$ cat src/rtl/crcx_pkg.sv
package crcx_pkg;

    // Position in the data word of the bit consumed at serial step k.
    function automatic int serial_index(int k, int dw, bit refin);
        int pos;
        if (dw % 8 == 0) begin
            pos = 8 * (k / 8) + (refin ? (k % 8) : (7 - (k % 8)));
        end else begin
            pos = dw - 1 - k;
        end
        return pos;
    endfunction

endpackage

$ cat src/rtl/crcx_lane_map.sv
module crcx_lane_map #(
    parameter int DW    = 16,
    parameter bit REFIN = 1'b0
) (
    input  logic [DW-1:0] data_i,
    output logic [DW-1:0] ser_o
);
    // ser_o[k] is the bit fed at serial step k
    for (genvar k = 0; k < DW; k++) begin : g_lane
        localparam int SRC = crcx_pkg::serial_index(k, DW, REFIN);
        assign ser_o[k] = data_i[SRC];
    end
endmodule

$ cat src/rtl/crcx_xor_matrix.sv
module crcx_xor_matrix #(
    parameter int            CW   = 16,
    parameter int            DW   = 16,
    parameter logic [CW-1:0] POLY = 16'h1021
) (
    input  logic [CW-1:0] state_i,
    input  logic [DW-1:0] ser_i,
    output logic [CW-1:0] next_o
);
    localparam int TW = CW + DW;
    typedef logic [CW-1:0][TW-1:0] mat_t;

    // Symbolic unroll: row i lists which of {ser, state} bits feed bit i.
    function automatic mat_t build_rows();
        mat_t m;
        logic [TW-1:0] fb;
        for (int i = 0; i < CW; i++) begin
            m[i]    = '0;
            m[i][i] = 1'b1;
        end
        for (int k = 0; k < DW; k++) begin
            fb          = m[CW-1];
            fb[CW + k]  = ~fb[CW + k];
            for (int i = CW - 1; i > 0; i--) begin
                m[i] = m[i-1] ^ (POLY[i] ? fb : '0);
            end
            m[0] = POLY[0] ? fb : '0;
        end
        return m;
    endfunction

    localparam mat_t ROWS = build_rows();

    logic [TW-1:0] operand;
    assign operand = {ser_i, state_i};

    for (genvar i = 0; i < CW; i++) begin : g_row
        localparam logic [CW-1:0] ST_MASK = ROWS[i][CW-1:0];
        localparam logic [DW-1:0] DT_MASK = ROWS[i][TW-1:CW];
        assign next_o[i] = (^(state_i & ST_MASK)) ^ (^(ser_i & DT_MASK));
    end

    logic unused_operand;
    assign unused_operand = ^operand;
endmodule

$ cat src/rtl/crcx_reflect.sv
module crcx_reflect #(
    parameter int W  = 16,
    parameter bit EN = 1'b0
) (
    input  logic [W-1:0] in_i,
    output logic [W-1:0] out_o
);
    if (EN) begin : g_rev
        for (genvar i = 0; i < W; i++) begin : g_bit
            assign out_o[i] = in_i[W-1-i];
        end
    end else begin : g_pass
        assign out_o = in_i;
    end
endmodule

$ cat src/rtl/crcx_step.sv
module crcx_step #(
    parameter int            CW     = 16,
    parameter int            DW     = 16,
    parameter logic [CW-1:0] POLY   = 16'h1021,
    parameter logic [CW-1:0] SEED   = '1,
    parameter bit            REFIN  = 1'b0,
    parameter bit            REFOUT = 1'b0
) (
    input  logic          clk_i,
    input  logic          rst_ni,
    input  logic          clear_i,
    input  logic          valid_i,
    input  logic [DW-1:0] data_i,
    output logic [CW-1:0] crc_o
);
    if (REFIN && (DW % 8 != 0)) begin : g_bad_cfg
        $error("crcx_step: byte reflection needs DW to be a multiple of 8");
    end

    typedef struct packed {
        logic [CW-1:0] crc;
    } regs_t;

    regs_t         r_d, r_q;
    logic [DW-1:0] ser;
    logic [CW-1:0] step_nxt;

    crcx_lane_map #(.DW(DW), .REFIN(REFIN)) u_lane (
        .data_i (data_i),
        .ser_o  (ser)
    );

    crcx_xor_matrix #(.CW(CW), .DW(DW), .POLY(POLY)) u_matrix (
        .state_i (r_q.crc),
        .ser_i   (ser),
        .next_o  (step_nxt)
    );

    crcx_reflect #(.W(CW), .EN(REFOUT)) u_outrev (
        .in_i  (r_q.crc),
        .out_o (crc_o)
    );

    always_comb begin
        r_d = r_q;
        if (clear_i) begin
            r_d.crc = SEED;
        end else if (valid_i) begin
            r_d.crc = step_nxt;
        end
    end

    always_ff @(posedge clk_i) begin
        if (!rst_ni) begin
            r_q.crc <= SEED;
        end else begin
            r_q <= r_d;
        end
    end
endmodule

$ cat config.mk
export PLATFORM = sky130hd
export DESIGN_NAME = crcx_step
export DESIGN_NICKNAME = d
export VERILOG_FILES = /design/src/rtl/crcx_pkg.sv /design/src/rtl/crcx_lane_map.sv /design/src/rtl/crcx_xor_matrix.sv /design/src/rtl/crcx_reflect.sv /design/src/rtl/crcx_step.sv
export SDC_FILE = /design/constraint.sdc
export NUM_CORES = 1
export LEC_CHECK = 0
export ABC_AREA = 1
export ABC_CLOCK_PERIOD_IN_PS = 2200
export BUFFER_PORTS_ARGS = -buffer_cell sky130_fd_sc_hd__clkbuf_2
export CORE_MARGIN = 3
export CORE_UTILIZATION = 63
export DETAILED_ROUTE_END_ITERATION = 12
export GPL_TIMING_DRIVEN = 0
export PLACE_DENSITY = 0.87
export SETUP_SLACK_MARGIN = 0.2
export SLEW_MARGIN = 5
export SYNTH_ARGS = -nofsm -noshare
export SYNTH_HDL_FRONTEND = slang
export SYNTH_SLANG_ARGS = --single-unit
$ cat constraint.sdc
create_clock -name clk_i -period 2.2 [get_ports clk_i]
set_clock_uncertainty 0.1 [all_clocks]
set_input_delay 0.11 -clock clk_i [delete_from_list [all_inputs] [get_ports clk_i]]
set_output_delay 0.11 -clock clk_i [all_outputs]
set_load 0.01 [all_outputs]
==> impl_metrics.json, run 1 <==
{
  "outcome": "complete, no violations",
  "place_hpwl_mm": 4.89,
  "fin_crit_ps": 1670,
  "antenna_found_initial": 0,
  "cts_buffer_depth": 2,
  "cts.clk_slew.worst_paths_ps": 70,
  "synth_area_leader_cell": "nand2_1",
  "worstPathMaxFanout": 8,
  "clock.fmax_ghz": 0.599,
  "routedWlPerCell_um": 12.1,
  "synth_seq_cells": 16,
  "required_ps": 2240,
  "fin_setup_tns_ps": 0,
  "tightest_slew_ps": 416,
  "cts_setup_buffers": 0,
  "finalCoreUtilization_pct": 75.4,
  "synth.avg_cell_area_um2": 5.66,
  "fill_cells": 301,
  "drt_first_pass_iters": 5,
  "yosys-top-cells-count": "nand2_1, nand3_1, inv_1, xor2_1, a21oi_1",
  "syn_inst": 412,
  "largest_reg_flops": 16,
  "track_usage_pct": 28.2,
  "power_density_nw_per_um2": 505,
  "die_area_um2": 4470,
  "synth_ff_type": "dfxtp_1",
  "vdd_ir_drop_max_mv": 0.243,
  "period_share_pct": 75.9,
  "relSlewSlack_pct": 72.2,
  "insertion_delay_ps": 250,
  "end_kind": "flop",
  "cts_buffers": 3,
  "tritoncts": "yes",
  "drt_iter0_markers": 172,
  "hold_path.class": "in2reg",
  "synth_top_area_share_pct": 31.1,
  "fp.dieH_um": 66.8,
  "holdWs_ps": 3.78,
  "ios": 36,
  "report.final.slew_viol_count": 0,
  "diodes": 0,
  "yosys_warnings": 0,
  "post-synth-top-count-cell": "nand2_1",
  "ys_seq_area_share_pct": 13.7,
  "synth_edf_count": 0,
  "coreArea_um2": 3440,
  "cts_hold_buf": 0,
  "area_growth_pct": 11.3,
  "multi_input_area_um2": 1730,
  "port_buffers": 33,
  "dr_total_vias": 2605,
  "synth.area.top_cells": "nand2_1, dfxtp_1, nand3_1, xor2_1, inv_1",
  "placed_cells": 491,
  "grt_pass1_vias": 2285,
  "arrival_ps": 1710,
  "routed_wl_mm": 6.00,
  "syn_nets": 432,
  "p_leak_nw": 1.55,
  "finalNonFillerCells": 494,
  "worstSetupPathType": "reg2reg",
  "startpoint_type": "flop",
  "start_util_pct": 67.8,
  "layout-drive-gt1-share_pct": 17.6,
  "ant_nets": 0,
  "cts-resized-gates": 0,
  "grt_overflow": 0,
  "setup-violations-final": 0,
  "reg.largest.list": "r_q: 16 flops",
  "seqCellArea_um2": 320,
  "synthDistinctLibCells": 27,
  "cts.sinks": 16,
  "regMostFlops": "r_q",
  "synth_area_um2": 2330,
  "final_nets": 470,
  "drcViolationCount": 0,
  "rsz0062_at_grt": "false",
  "gp_congestion": 0.881,
  "maxCapViolCount": 0,
  "rows": 21,
  "die_w_um": 66.8,
  "cts_max_level": 1,
  "cts_root_buffer": "clkbuf_8",
  "grt_max_degree": 11,
  "avgViaCountPerCell": 5.27,
  "grt_pass1_wl_mm": 9.73,
  "hold_viol": 0,
  "synthArstFlopShare_pct": 0
}
[worst paths after layout]
check	startpoint	end	slack [ps]	depth (start not counted)
hold / removal	valid_i	r_q[13]	4	2
hold reg to reg	r_q[3]	r_q[3]	420	2
setup reg to reg	r_q[11]	r_q[11]	530	10
setup / recovery	r_q[11]	r_q[11]	530	10
[worst max-delay path, cell delays in order, from the launching register on]
cell and delay [ps]:
dfxtp_1 320, buf_2 180, inv_1 170, nand2_1 90, nand2_2 100, nand2_1 70
nand2_2 100, xor2_1 210, nand2_1 80, nand2_1 70, o21ai_1 60
[stage by stage]
step / setup WS [ps] / total power [mW] / area [um2]
floorplan: 749 / 0.912 / 2330
global placement: 663 / 1.05 / 2550
detailed placement: 565 / 1.08 / 2550
CTS: 559 / 1.30 / 2600
global route: 387 / 1.42 / 2600
finish: 529 / 1.31 / 2600
[report_power, final]
group / internal, mW / total [mW] / switching, mW
combinational: 0.284 / 0.746 / 0.462
sequential: 0.309 / 0.337 / 0.0277
clock: 0.122 / 0.229 / 0.107
[cell type report]
| cell class | count | area share, % |
|---|---|---|
| plain buffers | 10 | 3.28 |
| multi-input cells | 333 | 66.6 |
| flip-flops and latches | 16 | 12.3 |
| well taps | 46 | 2.22 |
| clock buffers | 3 | 1.59 |
| repair buffers | 33 | 6.36 |
| inverters | 53 | 7.66 |
[layout by cell type (no fill, tap or decap)]
cell type        n
nand2_1        193
nand3_1         49
inv_1           39
clkbuf_2        33
xor2_1          28
a21oi_1         17
dfxtp_1         16
xnor2_1         14
inv_2           12
nand2_2         12
clkbuf_8         5
xor2_2           4
buf_2            3
buf_4            3
clkinv_1         2
nor2_1           2
o21ai_1          2
xnor2_2          2
o21ai_0          2
o211ai_1         2
nand3b_1         1
buf_6            1
dlygate4sd1_1    1
nand2_4          1
xor2_4           1
nand3_2          1
xnor2_4          1
nand4_1          1
[cells by family (layout without fill, tap and decap cells)]
group / after synthesis / count (layout) / synth area share [%]
flip-flops: 16 / 16 / 13.7
AND/OR/NAND/NOR: 260 / 260 / 46.6
buffers and inverters: 63 / 99 / 12.2
AO/OA/AOI/OAI: 23 / 23 / 5.15
XOR/XNOR: 50 / 50 / 22.3
[layer usage]
metal  GRT usage [%]  vias to the layer above  routed length (um)
li1                -                     1331                   -
met1            35.1                     1184                2620
met2            52.2                       81                2970
met3            1.35                        9                 333
met4            7.11                        0                  74
met5               0                        -                   0
(Power assumes the default switching activity.)
==> inputs of run 2 (changes only) <==
Settings changed: ABC_CLOCK_PERIOD_IN_PS 2200 to 1700, CORE_UTILIZATION 63 to 58, PLACE_DENSITY 0.87 to 0.81.
Clock period 2.2 ns to 1.7 ns, I/O delays scaled along.
==> impl_metrics.json, run 2 (synthesis results as in run 1) <==
{
  "grt_pass1_wl_mm": 10.2,
  "power_mw": 1.88,
  "largest_reg_flops": 16,
  "place_hpwl_mm": 4.81,
  "rows": 22,
  "wl_met2_mm": 3.31,
  "layout_commonest_cell": "nand2_1",
  "required_ps": 1760,
  "design_area_um2": 2880,
  "finalCoreUtilization_pct": 76.5,
  "start_util_pct": 61.8,
  "drcViolationCount": 0,
  "tightest_slew_ps": 463,
  "dr_total_vias": 2594,
  "routed_wl_mm": 6.50,
  "die_w_um": 69.4,
  "period_share_pct": 90.1,
  "cts.sinks": 16,
  "drt_first_pass_iters": 4,
  "outcome": "complete, no violations",
  "grt_pass1_vias": 2227,
  "hold_path.class": "in2reg",
  "worstSetupPathType": "reg2reg",
  "fin_crit_ps": 1530,
  "top_layer": "met4",
  "final_nets": 474,
  "die_area_um2": 4820,
  "report.final.slew_viol_count": 0,
  "worstPathMaxFanout": 7,
  "coreArea_um2": 3770,
  "relSlewSlack_pct": 69.1,
  "power_density_nw_per_um2": 652,
  "layout-drive-gt1-share_pct": 29.8,
  "cts_buffer_depth": 2,
  "fill_cells": 303,
  "rsz0062_at_grt": "true",
  "track_usage_pct": 25.6,
  "place_ws_ps": 136,
  "port_buffers": 33,
  "cts_buffers": 3,
  "diodes": 0,
  "startpoint_type": "flop",
  "arrival_ps": 1590,
  "hold_viol": 0,
  "multi_input_area_um2": 1880,
  "postLayoutSetupSlackWorst_ps": 168,
  "p_leak_nw": 1.62,
  "tritoncts": "yes",
  "placed_area_um2": 2560,
  "cts.clk_slew.worst_paths_ps": 70,
  "regMostFlops": "r_q",
  "cts_max_level": 1,
  "ios": 36,
  "setup-violations-final": 0,
  "vdd_ir_drop_max_mv": 0.325,
  "fin_setup_tns_ps": 0,
  "final_cell_mix": "nand2_1, nand3_1, inv_1",
  "drt_iter0_markers": 178,
  "ant_nets": 0,
  "routedWlPerCell_um": 13.0,
  "seqCellArea_um2": 347,
  "reg.largest.list": "r_q: 16 flops",
  "reg2reg_setup_slack_ps": 170,
  "area_growth_pct": 23.7,
  "met3_length_um": 309,
  "clock.fmax_ghz": 0.653,
  "insertion_delay_ps": 260,
  "wl_met1_mm": 2.78,
  "cts_root_buffer": "clkbuf_8",
  "gp_congestion": 0.887,
  "maxCapViolCount": 0,
  "fp.dieH_um": 69.4,
  "grt_overflow": 0,
  "end_kind": "flop",
  "avgViaCountPerCell": 5.18,
  "antenna_found_initial": 0,
  "grt_max_degree": 11
}
==> run 2: cell count changes in the layout (fill, tap and decap cells not counted), sizes merged <==
cell / before / now
buf: 7 / 9
dlygate4sd3: 0 / 2
clkbuf: 38 / 39
clkinv: 2 / 1
clkinvlp: 0 / 1
==> run 2: worst paths after layout <==
check	from	end	cells after the start
setup / recovery	r_q[8]	r_q[5]	13
hold / removal	clear_i	r_q[14]	5
setup reg to reg	r_q[8]	r_q[5]	13
hold reg to reg	r_q[3]	r_q[3]	2
==> run 2: critical path, cell delays in order, from the launching register on <==
cell and delay, ps:
dfxtp_2 340, buf_8 140, inv_4 60, nand2_4 60
nand2_4 100, nand2_2 60, nand3_1 80, nand3_1 110
nand2_2 110, clkinv_1 70, nand2_1 60, nand2_1 50
nand2_1 50, nand2_1 40
==> run 2: layout make-up <==
class	count	share of cell area (%)
inverter	53	7.64
tap	48	2.08
buffer	10	4.12
multi-input combinational	333	65.3
clock buffer	4	1.91
timing repair buffer	37	6.94
sequential	16	12.0
==> run 2: layer usage <==
metal  global-route usage, %  vias to the layer above
met4                    6.07                        0
met3                    2.03                       14
li1                        -                     1341
met1                    33.6                     1159
met5                       0                        -
met2                    45.2                       80
==> run 2: stage by stage <==
step	std cells	hold WS, ps
CTS	499	154
finish	501	172
global route	501	207
detailed placement	493	238
global placement	493	239
floorplan	412	135
==> run 2: where the power goes <==
part,internal [mW],switching [mW],total (mW),leakage (nW)
Clock,0.206,0.156,0.363,0.0288
Combinational,0.418,0.657,1.07,1.47
Sequential,0.401,0.0417,0.443,0.128
Total,1.03,0.855,1.88,1.62
==> run 2: repair_timing <==
action,CTS,global route
setup endpoints to repair,11,16
resized for setup,10,70
endpoints found under the hold margin,2,0
pin swaps,3,27
hold buffers,2,0
setup buffers,0,2
